<file path="src/rtl/burst_split_pkg.sv">
`timescale 1ns/1ps
package burst_split_pkg;
   typedef enum logic [1:0] {
      BK_FIXED = 2'd0,
      BK_INCR  = 2'd1,
      BK_WRAP  = 2'd2,
      BK_RSVD  = 2'd3
   } burst_kind_e;
endpackage

</file>
<file path="src/rtl/bsplit_beat_ctr.sv">
`timescale 1ns/1ps
module bsplit_beat_ctr #(
   parameter int LEN_W = 8
) (
   input  logic             clk,
   input  logic             rst_n,
   input  logic             load,
   input  logic             step,
   input  logic [LEN_W-1:0] len,
   output logic [LEN_W-1:0] idx,
   output logic             last
);
   always_ff @(posedge clk) begin
      if (!rst_n)    idx <= '0;
      else if (load) idx <= '0;
      else if (step) idx <= idx + LEN_W'(1);
   end

   assign last = (idx == len);
endmodule

</file>
<file path="src/rtl/bsplit_addr_gen.sv">
`timescale 1ns/1ps
module bsplit_addr_gen
   import burst_split_pkg::*;
#(
   parameter int ADDR_W  = 32,
   parameter int LEN_W   = 8,
   parameter int SIZE_W  = 3,
   parameter bit WRAP_EN = 1'b1
) (
   input  logic [ADDR_W-1:0] start,
   input  logic [LEN_W-1:0]  idx,
   input  logic [LEN_W-1:0]  len,
   input  logic [SIZE_W-1:0] size,
   input  logic [1:0]        kind,
   output logic [ADDR_W-1:0] addr
);
   logic [ADDR_W-1:0] stride_off;
   logic [ADDR_W-1:0] linear;
   logic [ADDR_W-1:0] wrapped;

   assign stride_off = ADDR_W'(idx) << size;
   assign linear     = start + stride_off;

   generate
      if (WRAP_EN) begin : g_wrap
         logic [ADDR_W-1:0] span;
         logic [ADDR_W-1:0] win_mask;
         assign span     = (ADDR_W'(len) + ADDR_W'(1)) << size;
         assign win_mask = span - ADDR_W'(1);
         assign wrapped  = (start & ~win_mask) | (linear & win_mask);
      end else begin : g_nowrap
         assign wrapped = linear;
      end
   endgenerate

   always_comb begin
      case (burst_kind_e'(kind))
         BK_INCR: addr = linear;
         BK_WRAP: addr = wrapped;
         default: addr = start;
      endcase
   end
endmodule

</file>
<file path="src/rtl/axi_burst_splitter.sv">
`timescale 1ns/1ps
module axi_burst_splitter #(
   parameter int ADDR_W  = 32,
   parameter int LEN_W   = 8,
   parameter int SIZE_W  = 3,
   parameter int ID_W    = 4,
   parameter bit WRAP_EN = 1'b1
) (
   input  logic              clk,
   input  logic              rst_n,
   input  logic              in_valid,
   output logic              in_ready,
   input  logic [ADDR_W-1:0] in_addr,
   input  logic [1:0]        in_kind,
   input  logic [LEN_W-1:0]  in_len,
   input  logic [SIZE_W-1:0] in_size,
   input  logic [ID_W-1:0]   in_id,
   output logic              out_valid,
   input  logic              out_ready,
   output logic [ADDR_W-1:0] out_addr,
   output logic [1:0]        out_kind,
   output logic [LEN_W-1:0]  out_len,
   output logic [SIZE_W-1:0] out_size,
   output logic [ID_W-1:0]   out_id,
   output logic              out_last
);
   localparam int MAX_BEATS = 1 << LEN_W;

   generate
      if (ADDR_W < 8)                 begin : g_bad_addr $error("ADDR_W must be at least 8"); end
      if (LEN_W < 1 || LEN_W > 8)     begin : g_bad_len  $error("LEN_W must be 1..8"); end
      if (SIZE_W < 1 || SIZE_W > 3)   begin : g_bad_size $error("SIZE_W must be 1..3"); end
      if (ID_W < 1)                   begin : g_bad_id   $error("ID_W must be at least 1"); end
      if (MAX_BEATS * 128 > (64'd1 << ADDR_W)) begin : g_bad_span
         $error("ADDR_W too narrow for the largest burst span");
      end
   endgenerate

   logic              busy;
   logic [ADDR_W-1:0] r_start;
   logic [1:0]        r_kind;
   logic [LEN_W-1:0]  r_len;
   logic [SIZE_W-1:0] r_size;
   logic [ID_W-1:0]   r_id;
   logic [LEN_W-1:0]  beat_idx;
   logic              beat_last;
   logic              take_cmd;
   logic              beat_go;
   logic              burst_done;

   assign beat_go    = busy & out_ready;
   assign burst_done = beat_go & beat_last;
   assign in_ready   = ~busy | burst_done;
   assign take_cmd   = in_valid & in_ready;

   always_ff @(posedge clk) begin
      if (!rst_n) begin
         busy    <= 1'b0;
         r_start <= '0;
         r_kind  <= '0;
         r_len   <= '0;
         r_size  <= '0;
         r_id    <= '0;
      end else if (take_cmd) begin
         busy    <= 1'b1;
         r_start <= in_addr;
         r_kind  <= in_kind;
         r_len   <= in_len;
         r_size  <= in_size;
         r_id    <= in_id;
      end else if (burst_done) begin
         busy    <= 1'b0;
      end
   end

   bsplit_beat_ctr #(.LEN_W(LEN_W)) u_ctr (
      .clk   (clk),
      .rst_n (rst_n),
      .load  (take_cmd),
      .step  (beat_go),
      .len   (r_len),
      .idx   (beat_idx),
      .last  (beat_last)
   );

   bsplit_addr_gen #(
      .ADDR_W  (ADDR_W),
      .LEN_W   (LEN_W),
      .SIZE_W  (SIZE_W),
      .WRAP_EN (WRAP_EN)
   ) u_addr (
      .start (r_start),
      .idx   (beat_idx),
      .len   (r_len),
      .size  (r_size),
      .kind  (r_kind),
      .addr  (out_addr)
   );

   assign out_valid = busy;
   assign out_kind  = r_kind;
   assign out_len   = r_len;
   assign out_size  = r_size;
   assign out_id    = r_id;
   assign out_last  = beat_last;
endmodule

</file>
<file path="config.mk">
export PLATFORM = sky130hd
export DESIGN_NAME = axi_burst_splitter
export DESIGN_NICKNAME = d
export VERILOG_FILES = /design/src/rtl/burst_split_pkg.sv /design/src/rtl/bsplit_beat_ctr.sv /design/src/rtl/bsplit_addr_gen.sv /design/src/rtl/axi_burst_splitter.sv
export SDC_FILE = /design/constraint.sdc
export NUM_CORES = 1
export LEC_CHECK = 0
export CAP_MARGIN = 0
export CORE_MARGIN = 5
export CORE_UTILIZATION = 55
export CTS_CLUSTER_DIAMETER = 30
export CTS_CLUSTER_SIZE = 20
export DETAILED_ROUTE_END_ITERATION = 10
export DONT_BUFFER_PORTS = 1
export GPL_TIMING_DRIVEN = 0
export PLACE_DENSITY = 0.73
export SYNTH_ARGS = -nofsm -noshare
export SYNTH_HDL_FRONTEND = slang
export SYNTH_SLANG_ARGS = --single-unit
</file>
<file path="constraint.sdc">
create_clock -name clk -period 6.35 [get_ports clk]
set_input_delay 0.635 -clock clk [delete_from_list [all_inputs] [get_ports clk]]
set_output_delay 0.635 -clock clk [all_outputs]
set_load 0.02 [all_outputs]
</file>
==> impl_metrics.json <==
{
  "status": "finished clean",
  "min_period_ns": 6.05,
  "pwr-share-seq_pct": 37.2,
  "first_global_vias": 5329,
  "timing.final.setup_violations": 0,
  "area_growth_syn_to_layout_pct": 8.04,
  "cts_made_buffers": 9,
  "crit_slowest_cell": "a2bb2oi_1",
  "syn_avg_cell_area_sq_um": 7.16,
  "p_clk_share_pct": 34.2,
  "cp.arrival_ns": 5.42,
  "final-max-slew-violation-count": 0,
  "cells_along_the_critical_path": "buf_4 -> buf_6 -> buf_2 -> buf_2 -> mux2_2 -> o21ai_0 -> o22ai_1 -> ha_1 -> nand2_1 -> o21ai_0 -> a221oi_1 -> o21ai_1 -> a32oi_2 -> or2_2 -> nor2_1 -> a2bb2oi_1",
  "drt_drc_violations_left": 0,
  "iteration_0_drc_markers": 643,
  "die_width_um": 109,
  "htreeDepth": 3,
  "cp_data_required_time_ns": 5.71,
  "max_freq_mhz": 165,
  "timing.final.crit_share_pct": 95.3,
  "num-fill-cells": 949,
  "vias_per_cell": 6.34,
  "layout-drive-gt1-share_pct": 7.81,
  "synthArstFlopShare_pct": 0,
  "antenna-diode-count": 0,
  "design.core.area_sq_mm": 0.00964,
  "worstSetupStartpointType": "flop",
  "die_ht_um": 109,
  "grt_pass1_wl_um": 26500,
  "cellInternalPower_uw": 721,
  "maximum_number_of_pins_on_one_net_before_global_route_repair": 11,
  "report.final.hold_viol_count": 0,
  "criticalPathCategory": "flop to output port",
  "final_util_pct": 60.4,
  "cts_tree": "built",
  "antenna_found_initial": 0,
  "worst_setup_path_end_kind": "output port",
  "start_util_pct": 55.9,
  "max-vdd-ir-drop_mv": 0.151,
  "power.density_cell_area_mw_per_mm2": 194,
  "place.port_buffers": 0,
  "post_route_antenna_net_violation_count": 0,
  "timing.critical_path.fanout_max": 10,
  "routed_wirelength_um": 16900,
  "p_comb_share_pct": 28.7,
  "die_area_sq_mm": 0.0119,
  "place_congestion": 0.958,
  "rsz_0062_raised_after_global_routing": "false",
  "synthFlopType": "dfxtp_1",
  "synth_edf_count": 0,
  "synth_nets": 827,
  "cts_clock_pin_slew_for_the_worst_setup_and_hold_paths_ns": 0.07,
  "clk-insertion-delay-late_ns": 0.34,
  "power.switching_fraction_pct": 36.0,
  "cts_setup_buffers": 0,
  "clock-sinks": 58,
  "avgRoutedWirePerCell_um": 18.7,
  "row_count": 36,
  "fin_tns_setup_ns": 0,
  "syn_inst": 752,
  "tightestPinTransition_ns": 1.07,
  "drv_cap": 0,
  "totalPowerFinal_mw": 1.13,
  "globalRoute.totalOverflow": 0,
  "critPathMaxStageDelay_ns": 0.51,
  "cts.path.max_buffers": 2,
  "synth.yosys.seq_area_share_pct": 21.6,
  "total_leakage_power_nw": 2.20,
  "crit_path_buf_inv_count": 4,
  "clockRootBuffer": "clkbuf_8",
  "synthDistinctLibCells": 78,
  "design.final.nets": 838,
  "power_switching_uw": 406,
  "number_of_vias_in_the_routed_layout": 5716,
  "relSlewSlack_pct": 28.1,
  "final.setup_skew_ns": 0.00824,
  "design.portCount": 105,
  "placed_wire_length_estimate_um": 13200,
  "ys_warn_count": 0,
  "first_pass_iters": 5,
  "synth_seq_cells": 58,
  "post_cts_hold_buffer_count": 0,
  "critical-path-top-delay-family": "compound AO/OA/AOI/OAI gates",
  "post_synth_instance_area_sq_mm": 0.00539,
  "hold_class": "input port to flop",
  "grt_use_total_pct": 28.2
}
==> registers in the layout, indices dropped and copies added, names as in the netlist <==
| signal | count |
|---|---|
| r_start | 32 |
| out_id | 4 |
| out_len | 8 |
| out_valid | 1 |
| out_size | 3 |
| out_kind | 2 |
| u_ctr.idx | 8 |
==> per-layer routing <==
layer | global-route usage [%] | up-vias | part of all wire [%]
li1 | - | 2737 | -
met5 | 0 | - | 0
met2 | 46.0 | 251 | 46
met1 | 36.5 | 2682 | 41
met3 | 8.11 | 46 | 9.9
met4 | 7.57 | 0 | 2.3
==> cells in the mapped netlist, types with 4 or more instances <==
master	count	area, sq um
nand2_1	153	574
dfxtp_1	58	1160
a21boi_0	50	375
nor2_1	45	169
a21oi_1	42	210
clkbuf_1	32	120
o21ai_0	32	160
xnor2_1	29	254
inv_1	28	105
nand3_1	24	120
ha_1	21	263
and3_1	14	87.6
o31ai_1	14	105
a21o_1	13	97.6
xor2_1	13	114
a31oi_1	12	75.1
mux2i_1	12	120
nor3_1	12	60.1
nand4_1	9	56.3
nor4_1	6	37.5
o21bai_1	6	45.0
o22ai_1	6	37.5
buf_2	5	25.0
nor2b_1	5	31.3
or3_1	5	31.3
a211oi_1	4	30.0
and2_1	4	25.0
buf_1	4	15.0
mux2_2	4	45.0
nand2b_1	4	25.0
nand4b_1	4	35.0
o211a_1	4	40.0
o211ai_1	4	30.0
or2_2	4	25.0
==> kinds of logic after synthesis <==
group	after synthesis	share of synthesized area, %
AOI/OAI and AO/OA	234	30.6
xor gates and xnor gates	42	6.83
adders and majority gates	22	5.25
buffers and inverters	76	5.99
DFF	58	21.6
muxes	16	3.07
and+or+nand+nor	304	26.7
==> worst paths after layout <==
kind | slack [ns] | to | depth (start not counted) | start
max reg2reg | 2.93 | r_start[7]$_SDFFE_PN0P_ | 10 | out_len[0]$_SDFFE_PN0P_
min reg2reg | 0.48 | r_start[26]$_SDFFE_PN0P_ | 2 | r_start[26]$_SDFFE_PN0P_
max | 0.30 | out_addr[28] | 16 | out_size[1]$_SDFFE_PN0P_
min | 0.43 | out_size[1]$_SDFFE_PN0P_ | 2 | in_size[1]
==> power by group through the flow <==
stage                     Sequential [mW]  Combinational (mW)  Clock (mW)
final                               0.419               0.323       0.385
after global routing                0.422               0.353       0.411
after CTS                           0.418               0.315       0.388
after detailed placement            0.427               0.312           0
after global placement              0.426               0.305           0
after floorplan                     0.418               0.244           0
==> per-stage QoR <==
| stage | instance area [sq um] | hold slack (ns) | worst slack, ns | cells |
|---|---|---|---|---|
| 2_1_floorplan | 5390 | 0.443 | 1.28 | 752 |
| 3_3_place_gp | 5550 | 0.454 | 0.156 | 885 |
| 3_5_place_dp | 5550 | 0.475 | 0.125 | 885 |
| 4_1_cts | 5790 | 0.425 | 0.137 | 901 |
| 5_1_grt | 5820 | 0.427 | 0.0176 | 901 |
| 6_report | 5820 | 0.433 | 0.298 | 901 |
==> final cells by class <==
| class | count | area (sq um) | share of cell area, % |
|---|---|---|---|
| multi-input combinational | 618 | 3950 | 67.8 |
| sequential | 58 | 1160 | 20.0 |
| buffer | 47 | 216 | 3.72 |
| tap | 133 | 166 | 2.86 |
| clock buffer | 11 | 141 | 2.43 |
| inverter | 29 | 109 | 1.87 |
| clock inverter | 5 | 77.6 | 1.33 |
==> cells in the final DEF (no fill, tap or decap), types with 6 or more instances in the layout <==
master	n
nand2_1	153
dfxtp_1	58
a21boi_0	50
nor2_1	45
a21oi_1	42
clkbuf_1	32
o21ai_0	31
xnor2_1	29
inv_1	28
nand3_1	24
ha_1	21
and3_1	14
a21o_1	13
xor2_1	13
mux2i_1	12
nor3_1	12
a31oi_1	12
o31ai_1	11
clkbuf_8	10
nand4_1	9
buf_2	6
o21bai_1	6
o22ai_1	6
nor4_1	6
==> timing repair <==
| action | 4_1_cts | 5_1_grt |
|---|---|---|
| pin swaps | 0 | 0 |
| hold endpoints to repair | 0 | 0 |
| setup endpoints to repair | 4 | 10 |
| resized for setup | 3 | 8 |
Power figures use the tool's default switching activity.
